<file path="src/rtl/vbm_pkg.sv">
package vbm_pkg;

  localparam int BUS_AW = 32;
  localparam int BUS_DW = 32;

  localparam logic [1:0] SZ_BYTE = 2'd0;
  localparam logic [1:0] SZ_WORD = 2'd1;
  localparam logic [1:0] SP_A16  = 2'd0;
  localparam logic [1:0] SP_A24  = 2'd1;

  typedef enum logic [2:0] {
    ST_IDLE, ST_ARB, ST_ADDR, ST_DATA, ST_RACK, ST_HOLD, ST_END, ST_REJ
  } seq_st_e;

  // Field order is the register bit order, bit5 down to bit0.
  typedef struct packed {
    logic aonly;
    logic postwr;
    logic ien;
    logic berr;
    logic rwd;
    logic rmw;
  } ctrl_t;

  // Active-high lane enables: bit1 = bits 15..8, bit0 = bits 7..0.
  function automatic logic [1:0] lane_strobe(input logic [1:0] sz, input logic a0);
    if (sz == SZ_BYTE) return a0 ? 2'b01 : 2'b10;
    return 2'b11;
  endfunction

  function automatic logic [BUS_DW-1:0] lane_pack(input logic [1:0] sz, input logic a0,
                                                  input logic [BUS_DW-1:0] wd);
    logic [BUS_DW-1:0] r;
    r = '0;
    case (sz)
      SZ_BYTE: if (a0) r[7:0] = wd[7:0]; else r[15:8] = wd[7:0];
      SZ_WORD: r[15:0] = wd[15:0];
      default: r = wd;
    endcase
    return r;
  endfunction

  function automatic logic [BUS_DW-1:0] lane_unpack(input logic [1:0] sz, input logic a0,
                                                    input logic [BUS_DW-1:0] rd);
    logic [BUS_DW-1:0] r;
    r = '0;
    case (sz)
      SZ_BYTE: r[7:0] = a0 ? rd[7:0] : rd[15:8];
      SZ_WORD: r[15:0] = rd[15:0];
      default: r = rd;
    endcase
    return r;
  endfunction

  function automatic logic [BUS_AW-1:0] space_mask(input logic [1:0] sp,
                                                   input logic [BUS_AW-1:0] a);
    logic [BUS_AW-1:0] r;
    r = a;
    if (sp == SP_A16) r[BUS_AW-1:16] = '0;
    else if (sp == SP_A24) r[BUS_AW-1:24] = '0;
    return r;
  endfunction

  function automatic logic aonly_legal(input logic wr, input logic [1:0] sz);
    return !wr && (sz == SZ_BYTE || sz == SZ_WORD);
  endfunction

endpackage

</file>
<file path="src/rtl/vbm_ctrl_reg.sv">
module vbm_ctrl_reg
  import vbm_pkg::*;
#(
  parameter int OFF_W = 8,
  parameter logic [OFF_W-1:0] CTRL_OFF = 8'h10
) (
  input  logic             clk,
  input  logic             rst_n,
  input  logic             rsel,
  input  logic             rwr,
  input  logic [OFF_W-1:0] roff,
  input  logic [7:0]       rwdata,
  output logic [7:0]       rrdata,
  input  logic             clr_rmw,
  input  logic             clr_aonly,
  input  logic             set_berr,
  output ctrl_t            ctrl
);

  localparam int CW = $bits(ctrl_t);

  logic hit, wr_hit;
  logic [1:0] unused_hi;

  assign hit       = rsel && (roff == CTRL_OFF);
  assign wr_hit    = hit && rwr;
  assign unused_hi = rwdata[7:6];

  always_ff @(posedge clk or negedge rst_n) begin
    if (!rst_n) begin
      ctrl <= '0;
    end else begin
      if (wr_hit) begin
        ctrl.rmw    <= rwdata[0];
        ctrl.rwd    <= rwdata[1];
        ctrl.ien    <= rwdata[3];
        ctrl.postwr <= rwdata[4];
        ctrl.aonly  <= rwdata[5];
      end
      if (clr_rmw)   ctrl.rmw   <= 1'b0;
      if (clr_aonly) ctrl.aonly <= 1'b0;
      if (set_berr)                   ctrl.berr <= 1'b1;
      else if (wr_hit && rwdata[2])   ctrl.berr <= 1'b0;
    end
  end

  assign rrdata = hit ? {{(8-CW){1'b0}}, ctrl} : 8'h00;

endmodule

</file>
<file path="src/rtl/vbm_owner.sv">
module vbm_owner (
  input  logic clk,
  input  logic rst_n,
  input  logic take_bus,
  input  logic cyc_done,
  input  logic rwd,
  input  logic rel_ok,
  input  logic other_req,
  output logic own
);

  always_ff @(posedge clk or negedge rst_n) begin
    if (!rst_n)                      own <= 1'b0;
    else if (take_bus)               own <= 1'b1;
    else if (cyc_done && rwd)        own <= 1'b0;
    else if (rel_ok && other_req)    own <= 1'b0;
  end

endmodule

</file>
<file path="src/rtl/vbm_seq.sv">
module vbm_seq
  import vbm_pkg::*;
(
  input  logic              clk,
  input  logic              rst_n,
  input  logic              hreq,
  input  logic              hwrite,
  input  logic [BUS_AW-1:0] haddr,
  input  logic [1:0]        hspace,
  input  logic [1:0]        hsize,
  input  logic [BUS_DW-1:0] hwdata,
  output logic              hack,
  output logic              herr,
  output logic [BUS_DW-1:0] hrdata,
  input  logic              mode_rmw,
  input  logic              mode_aonly,
  input  logic              own,
  output logic              take_bus,
  output logic              cyc_done,
  output logic              rel_ok,
  output logic              clr_rmw,
  output logic              clr_aonly,
  output logic              set_berr,
  output logic              aonly_cyc,
  output logic              bus_req,
  input  logic              bus_grant,
  output logic              as_n,
  output logic [1:0]        ds_n,
  output logic              write_n,
  output logic [1:0]        bus_space,
  output logic [BUS_AW-1:0] bus_addr,
  output logic [BUS_DW-1:0] bus_dout,
  input  logic [BUS_DW-1:0] bus_din,
  input  logic              dtack_n,
  input  logic              berr_n
);

  seq_st_e           st;
  logic              c_wr, c_a0, c_aonly, c_rmw, err_q;
  logic [1:0]        c_sz;
  logic [BUS_DW-1:0] rdata_q;

  always_ff @(posedge clk or negedge rst_n) begin
    if (!rst_n) begin
      st        <= ST_IDLE;
      c_wr      <= 1'b0;
      c_a0      <= 1'b0;
      c_aonly   <= 1'b0;
      c_rmw     <= 1'b0;
      err_q     <= 1'b0;
      c_sz      <= SZ_BYTE;
      rdata_q   <= '0;
      bus_space <= '0;
      bus_addr  <= '0;
      bus_dout  <= '0;
    end else begin
      case (st)
        ST_IDLE: if (hreq) begin
          c_wr      <= hwrite;
          c_a0      <= haddr[0];
          c_sz      <= hsize;
          c_aonly   <= mode_aonly;
          c_rmw     <= mode_rmw && !hwrite && !mode_aonly;
          bus_space <= hspace;
          bus_addr  <= space_mask(hspace, haddr);
          bus_dout  <= lane_pack(hsize, haddr[0], hwdata);
          rdata_q   <= '0;
          err_q     <= 1'b0;
          if (mode_aonly && !aonly_legal(hwrite, hsize)) begin
            err_q <= 1'b1;
            st    <= ST_REJ;
          end else begin
            st <= own ? ST_ADDR : ST_ARB;
          end
        end
        ST_ARB:  if (bus_grant) st <= ST_ADDR;
        ST_ADDR: st <= c_aonly ? ST_END : ST_DATA;
        ST_DATA: begin
          if (!berr_n) begin
            err_q   <= 1'b1;
            rdata_q <= '1;
            st      <= ST_END;
          end else if (!dtack_n) begin
            if (!c_wr) rdata_q <= lane_unpack(c_sz, c_a0, bus_din);
            st <= (c_rmw && !c_wr) ? ST_RACK : ST_END;
          end
        end
        ST_RACK: st <= ST_HOLD;
        ST_HOLD: if (hreq && hwrite) begin
          c_wr     <= 1'b1;
          bus_dout <= lane_pack(c_sz, c_a0, hwdata);
          st       <= ST_DATA;
        end
        default: st <= ST_IDLE;
      endcase
    end
  end

  always_comb begin
    as_n      = !(st == ST_ADDR || st == ST_DATA || st == ST_RACK || st == ST_HOLD);
    ds_n      = (st == ST_DATA) ? ~lane_strobe(c_sz, c_a0) : 2'b11;
    write_n   = !(st == ST_DATA && c_wr);
    bus_req   = (st == ST_ARB);
    take_bus  = (st == ST_ARB) && bus_grant;
    cyc_done  = (st == ST_END);
    rel_ok    = (st == ST_IDLE) && !hreq;
    clr_rmw   = (st == ST_END) && c_rmw;
    clr_aonly = (st == ST_END) && c_aonly;
    set_berr  = (st == ST_DATA) && !berr_n;
    aonly_cyc = c_aonly && (st == ST_ADDR || st == ST_END);
    hack      = (st == ST_END) || (st == ST_RACK) || (st == ST_REJ);
    herr      = err_q && (st == ST_END || st == ST_REJ);
    hrdata    = rdata_q;
  end

endmodule

</file>
<file path="src/rtl/vbus_master_ctl.sv">
module vbus_master_ctl
  import vbm_pkg::*;
#(
  parameter int OFF_W = 8,
  parameter logic [OFF_W-1:0] CTRL_OFF = 8'h10
) (
  input  logic              clk,
  input  logic              rst_n,
  input  logic              hreq,
  input  logic              hwrite,
  input  logic [BUS_AW-1:0] haddr,
  input  logic [1:0]        hspace,
  input  logic [1:0]        hsize,
  input  logic [BUS_DW-1:0] hwdata,
  output logic              hack,
  output logic              herr,
  output logic [BUS_DW-1:0] hrdata,
  input  logic              rsel,
  input  logic              rwr,
  input  logic [OFF_W-1:0]  roff,
  input  logic [7:0]        rwdata,
  output logic [7:0]        rrdata,
  output logic              bus_req,
  input  logic              bus_grant,
  input  logic              bus_other_req,
  output logic              bbsy,
  output logic              as_n,
  output logic [1:0]        ds_n,
  output logic              write_n,
  output logic [1:0]        bus_space,
  output logic [BUS_AW-1:0] bus_addr,
  output logic [BUS_DW-1:0] bus_dout,
  input  logic [BUS_DW-1:0] bus_din,
  input  logic              dtack_n,
  input  logic              berr_n,
  output logic              irq
);

  ctrl_t ctrl;
  logic  clr_rmw, clr_aonly, set_berr;
  logic  own, take_bus, cyc_done, rel_ok, aonly_cyc;
  logic  ctrl_berr, ctrl_rwd;

  assign ctrl_berr = ctrl.berr;
  assign ctrl_rwd  = ctrl.rwd;
  assign bbsy      = own;
  assign irq       = ctrl.berr && ctrl.ien;

  vbm_ctrl_reg #(.OFF_W(OFF_W), .CTRL_OFF(CTRL_OFF)) u_reg (
    .clk(clk), .rst_n(rst_n), .rsel(rsel), .rwr(rwr), .roff(roff),
    .rwdata(rwdata), .rrdata(rrdata), .clr_rmw(clr_rmw),
    .clr_aonly(clr_aonly), .set_berr(set_berr), .ctrl(ctrl)
  );

  vbm_owner u_own (
    .clk(clk), .rst_n(rst_n), .take_bus(take_bus), .cyc_done(cyc_done),
    .rwd(ctrl.rwd), .rel_ok(rel_ok), .other_req(bus_other_req), .own(own)
  );

  vbm_seq u_seq (
    .clk(clk), .rst_n(rst_n), .hreq(hreq), .hwrite(hwrite), .haddr(haddr),
    .hspace(hspace), .hsize(hsize), .hwdata(hwdata), .hack(hack), .herr(herr),
    .hrdata(hrdata), .mode_rmw(ctrl.rmw), .mode_aonly(ctrl.aonly), .own(own),
    .take_bus(take_bus), .cyc_done(cyc_done), .rel_ok(rel_ok),
    .clr_rmw(clr_rmw), .clr_aonly(clr_aonly), .set_berr(set_berr),
    .aonly_cyc(aonly_cyc), .bus_req(bus_req), .bus_grant(bus_grant),
    .as_n(as_n), .ds_n(ds_n), .write_n(write_n), .bus_space(bus_space),
    .bus_addr(bus_addr), .bus_dout(bus_dout), .bus_din(bus_din),
    .dtack_n(dtack_n), .berr_n(berr_n)
  );

endmodule

</file>
<file path="config.mk">
export PLATFORM = sky130hd
export DESIGN_NAME = vbus_master_ctl
export DESIGN_NICKNAME = d
export VERILOG_FILES = /design/src/rtl/vbm_pkg.sv /design/src/rtl/vbm_ctrl_reg.sv /design/src/rtl/vbm_owner.sv /design/src/rtl/vbm_seq.sv /design/src/rtl/vbus_master_ctl.sv
export SDC_FILE = /design/constraint.sdc
export NUM_CORES = 1
export LEC_CHECK = 0
export ABC_AREA = 0
export CORE_ASPECT_RATIO = 1.1
export CORE_MARGIN = 3
export CORE_UTILIZATION = 42
export CTS_CLUSTER_DIAMETER = 150
export DETAILED_ROUTE_END_ITERATION = 8
export DONT_BUFFER_PORTS = 1
export GPL_TIMING_DRIVEN = 0
export PLACE_DENSITY = 0.68
export REMOVE_ABC_BUFFERS = 1
export SYNTH_ARGS = -nofsm -noshare
export SYNTH_HDL_FRONTEND = slang
export SYNTH_SLANG_ARGS = --single-unit
</file>
<file path="constraint.sdc">
create_clock -name clk -period 3.8 [get_ports clk]
set_input_delay 0.19 -clock clk [delete_from_list [all_inputs] [get_ports clk]]
set_output_delay 0.19 -clock clk [all_outputs]
set_load 0.05 [all_outputs]
</file>
# --- After elaboration in Yosys (flattened, before gate mapping) ---
# Cells that the tools add are included.
word_totals:
  regBits: 115
  out_inout_bits: 115
  wordCells: 142
  input_bits: 126
classes:
  n_reduce_logical: 51
  muxes: 55
  eq_ne: 17
  bitwise_logic: 1
ops:
  columns: ["operator", "n"]
  rows:
  - ["32-bit 2-to-1 mux", 6]
  - ["32-bit case mux with 2 select lines", 2]
  - ["16-bit 2-to-1 mux", 5]
  - ["8-bit 2-to-1 mux", 10]
  - ["3-bit 2-to-1 mux", 8]
  - ["1-bit logical AND", 19]
  - ["3-bit case mux with 6 select lines", 1]
  - ["1-bit 2-to-1 mux", 14]
  - ["3-bit equality test (second input constant)", 4]
  - ["2-bit 2-to-1 mux", 6]
  - ["2-bit nonzero test", 5]
  - ["8-bit by 5-bit equality test with 1-bit output (second input constant)", 1]
  - ["1-bit logical NOT", 8]
  - ["4-bit AND reduction", 2]
  - ["1-bit logical OR", 7]
  - ["2-bit by 1-bit equality test with 1-bit output (second input constant)", 3]
  - ["3-bit by 2-bit equality test with 1-bit output (second input constant)", 2]
  - ["2-bit logical NOT", 3]
  - ["6-bit 2-to-1 mux", 1]
  - ["3-bit != test (second input constant)", 2]
  - ["3-bit AND reduction", 2]
  - ["2-bit by 1-bit != test with 1-bit output (second input constant)", 2]
  - ["2-bit != test (second input constant)", 2]
  - ["1-bit case mux with 2 select lines", 2]
  - ["other kinds (6)", 7]

# --- Logic depth before layout (Yosys ltp) ---
depth:
  depth_word: 8
  ltp_mapped: 6
  ltp_nobuf: 4

# --- Cells and area by module ---
# Synthesis repeated with hierarchy kept, for this count alone.
unflattened:
  cells_unflattened: 481
  hier_area_um2: 5347.6
modules_own_cells:
  columns: ["module", "area_each_um2", "cells_per_inst", "n_inst", "seq_area_each_um2"]
  rows:
  - ["vbm_seq", 4938.5, 443, 1, 2677.6]
  - ["vbm_ctrl_reg", 362.8, 34, 1, 150.1]
  - ["vbm_owner", 40.0, 3, 1, 25.0]
  - ["vbus_master_ctl", 6.3, 1, 1, 0.0]

# --- Worst setup path before layout ---
# No wires, ideal clock.
synth_path:
  kind: "flip-flop to output port"
  from: "register u_seq.c_sz[1]"
  to: "output ds_n[1]"
  arrival_time_ps: 2037
  slack_ps: 1573
  path_stages_with_launch: 4
  cell_sequence: "dfrtp_1 or2_2 clkbuf_1 o21ai_0"
synth_via:
  elab_chain_len: 5
synth_rtl:
  columns: ["element", "line_no", "rtl"]
  rows:
  - ["from (decl)", "vbm_seq.sv:40", "logic [1:0] c_sz;"]
  - ["from (signal assigned)", "vbm_seq.sv:61", "c_sz <= hsize;"]
  - ["2-bit logical NOT", "vbm_pkg.sv:27", "if (sz == SZ_BYTE) return a0 ? 2'b01 : 2'b10;"]
  - ["1-bit 2-to-1 mux", "vbm_pkg.sv:27", null]
  - ["2-bit 2-to-1 mux", "vbm_pkg.sv:28", "return 2'b11;"]
  - ["2-bit inverter", "vbm_seq.sv:101", "ds_n = (st == ST_DATA) ? ~lane_strobe(c_sz, c_a0) : 2'b11;"]
  - ["2-bit 2-to-1 mux", "vbm_seq.sv:101", null]
  - ["to (decl)", "vbus_master_ctl.sv:28", "output logic [1:0] ds_n,"]
# Every way passes these cells.

# --- Worst setup path in the final report ---
layout_path:
  from: "register u_seq.st[2]"
  to: "register u_reg.ctrl[2] (netlist name)"
layout_via:
  elab_chain_len: 3
  word_cells_on_any_way: 4
  cone_classes: "1 x eq/ne; 1 x mux; 2 x reduce/logical"
layout_rtl:
  columns: ["element", "line_no", "rtl"]
  rows:
  - ["from (decl)", "vbm_seq.sv:38", "seq_st_e st;"]
  - ["from (signal assigned)", "vbm_seq.sv:73", "st <= own ? ST_ADDR : ST_ARB;"]
  - ["from (signal assigned)", "vbm_seq.sv:77", "ST_ADDR: st <= c_aonly ? ST_END : ST_DATA;"]
  - ["from (signal assigned)", "vbm_seq.sv:85", "st <= (c_rmw && !c_wr) ? ST_RACK : ST_END;"]
  - ["3-bit by 2-bit equality test with 1-bit output *", "vbm_seq.sv:109", "set_berr = (st == ST_DATA) && !berr_n;"]
  - ["1-bit logical AND *", "vbm_seq.sv:109", null]
  - ["1-bit 2-to-1 mux / 2-bit nonzero test (equally long branches)", null, null]
# Every way passes the cells marked *; elsewhere a longest branch is shown, timed or not.
# A chain may end at the register's enable or synchronous reset.

==> metrics.md <==
| Metric | Value |
|---|---|
| Outcome | `finished clean` |
| CP Max Fanout | `28` |
| CTS sink count | `114` |
| DR vias/cell | `5.63` |
| Most common cell in the netlist | `dfrtp_1` |
| Wirelength, routed | `14100 um` |
| Layout cells sized above 1 | `17.8%` |
| Setup_tns | `0 ns` |
| Placed Area | `5370 um2` |
| Switching part of the total | `50.6%` |
| Final setup viols | `0` |
| Slew headroom | `23.6%` |
| Crit path kind | `flop to flop` |
| Worst setup startpoint | `u_seq.st[2]` |
| Port bufs | `0` |
| Worst path arrival time | `2.98 ns` |
| Power Density | `1080 nW/um2` |
| Via Count | `3975` |
| Clk Latency, worst-skew pair | `0.41 ns` |
| Drt pass-1 iters | `4` |
| Worst Tran Pin Value | `1.15 ns` |
| Combinational share of power | `23.9%` |
| GRT overflow | `0` |
| Synth area leaders | `dfrtp_1, mux2_2, nand2_1, mux2_4, a22o_1` |
| Antenna violation net count after detailed routing | `0` |
| Post-synth top flop | `dfrtp_1` |
| Area leader, netlist | `dfrtp_1` |
| Post-route minimum period | `2.70 ns` |
| Ys async rst share | `100%` |
| CTS tree | `yes` |
| Area of the mapped netlist | `5270 um2` |
| Worst Setup End Kind | `flop` |
| Final HPWL DP | `9040 um` |
| # diodes | `0` |
| Root Driver | `clkbuf_16` |
| Final slew viol count | `0` |
| VDD IR max | `608 uV` |
| Die height | `124 um` |
| FF+latch count, synth | `114` |
| Top-area cell type share of the netlist area | `54.1%` |
| Starting Density | `43.4%` |
| Power, Total | `0.00730 W` |
| Synth warn | `0` |
| Cell variety after synth | `50` |
| Fin crit share | `70.9%` |
| DRC | `0` |
| Die Wd | `113 um` |
| Nets | `666` |
| Fin area | `6760 um2` |
| Worst-case clock skew | `0.0110 ns` |
| Initial antenna violation count | `0` |
| I/O pin count | `241` |
| Seq pwr share | `53.6%` |
| RSZ-0062 raised after global routing | `no` |
| Min-delay worst type | `input pin to flop` |
| Core Rows | `42` |
| Startpoint types | `flop` |
| Register area share after synthesis | `54.1%` |
| Psw | `0.00370 W` |
| Filler cell count | `978` |
| Mapped Cells | `475` |
| Clock share of power | `22.5%` |
| First-pass GRT wire length | `22300 um` |
| MaxCap Viol Count | `0` |
| Hold_sp | `hwdata[14]` |
| Global placement routability congestion | `0.806` |
| Cts bufs inserted | `17` |
| Die area | `13900 um2` |
| Number of enable flip-flop cells after synthesis | `0` |
| Fmax achieved | `371 MHz` |
| Vias in the first global route | `4112` |
| RR Startpoint | `u_seq.st[2]` |
| CTS clk-pin slew, worst paths | `0.06 ns` |
| Most frequent cells after synthesis | `dfrtp_1, nand2_1, a22o_1, a21oi_1, mux2_2` |
| Core ar. | `12100 um2` |
| Wire length per cell | `20.0 um` |
| Largest net degree at the start of global routing | `115` |
| Pleak | `3.07 nW` |
| P&R area growth vs syn | `28.2%` |
| Cell internal pwr | `0.00361 W` |
| Max clock buf depth | `2` |
| Htree depth | `4` |
| Tot GR Track Use | `20.5%` |
| Avg Cell Area, Syn | `11.1 um2` |
| DR iter-0 viols | `225` |
| Final Hold Viols | `0` |
| WP data required | `4.09 ns` |
==> final timing paths <==
path / end / slack [ns] / depth (start not counted)
max: u_reg.ctrl[2] / 1.10 / 3
min: u_seq.bus_dout[14] / 0.006 / 2
max reg2reg: u_reg.ctrl[2] / 1.10 / 3
min reg2reg: u_reg.ctrl[5] / 0.48 / 1
max in group asynchronous: u_seq.hrdata[14] / 2.97 / 2
min in group asynchronous: u_seq.bus_dout[19] / 0.39 / 2
==> placed cells by master, fill, tap and decap left out, types with 6 or more instances in the layout <==
cell	Yosys	layout
a211oi_1	7	7
mux2_4	20	20
nor2_1	9	9
and2_1	10	10
o21ai_0	28	27
nor4b_1	6	6
clkbuf_16	0	17
dfrtp_1	114	114
dlygate4sd3_1	0	75
a22oi_1	6	6
nand3_1	9	9
nand2_1	86	85
a21oi_1	32	32
a22o_1	33	33
mux2_2	30	30
==> per-stage QoR <==
stage	hold slack (ns)	utilization, %	setup slack (ns)	cells
after floorplan	-0.106	-	0.682	442
after global placement	-0.103	43.6	-0.250	596
after detailed placement	-0.103	44.2	1.29	599
after CTS	0.000106	55.7	1.06	706
after global routing	0.00110	55.7	0.967	706
final	0.00574	55.7	1.10	706
==> area by class of cell <==
class	instances	area (um2)	area share, %
timing repair buffer	79	833	12.3
tap	154	193	2.85
clock buffer	18	439	6.50
multi-input combinational	326	2260	33.4
inverter	2	7.51	0.111
clock inverter	13	175	2.59
sequential	114	2850	42.2
==> flip-flops by register name, indices dropped and copies added, names as in the netlist <==
name,flops
u_seq.bus_addr,32
u_seq.bus_dout,32
u_seq.hrdata,32
u_reg.ctrl,6
u_seq.st,3
u_seq.bus_space,2
u_seq.c_sz,2
u_own.own,1
u_seq.c_aonly,1
u_seq.c_rmw,1
u_seq.c_wr,1
u_seq.err_q,1
==> cell families (layout without fill, tap and decap cells) <==
family                 after synthesis  in the layout  share of synthesized area (%)
AO/OA/AOI/OAI                      119            119                           15.1
AND/OR/NAND/NOR                    150            150                           14.4
buffers and inverters               36            112                           3.39
flip-flops                         114            114                           54.1
other                                1              2                         0.0711
multiplexers                        53             53                           12.7
XOR/XNOR                             2              2                          0.332
==> critical path, cell delays in order (launching register included) <==
cell and delay (ns):
dfrtp_1 0.87, nand2b_1 0.96, o21ai_0 0.14, dlygate4sd3_1 0.60
==> power by group through the flow <==
stage | logic [W] | registers [W] | clock network [W]
after floorplan | 0.00136 | 0.00375 | 0
final | 0.00174 | 0.00392 | 0.00164
after global routing | 0.00192 | 0.00400 | 0.00174
after detailed placement | 0.00165 | 0.00393 | 0
after CTS | 0.00174 | 0.00392 | 0.00167
after global placement | 0.00154 | 0.00392 | 0
==> what timing repair did <==
action | CTS | global route
hold endpoints to repair | 197 | 0
setup buffers | 0 | 0
resized for setup | 0 | 0
hold buffers | 76 | 0
==> layer usage <==
metal  global-route usage, %  wire, um  vias to the layer above
li1                        -         -                     1821
met1                    25.0      5460                     1943
met2                    32.0      7030                      196
met3                    9.01      1410                       15
met4                    8.49       212                        0
met5                       0         0                        -
No activity file was read; power rests on OpenSTA's default activity.
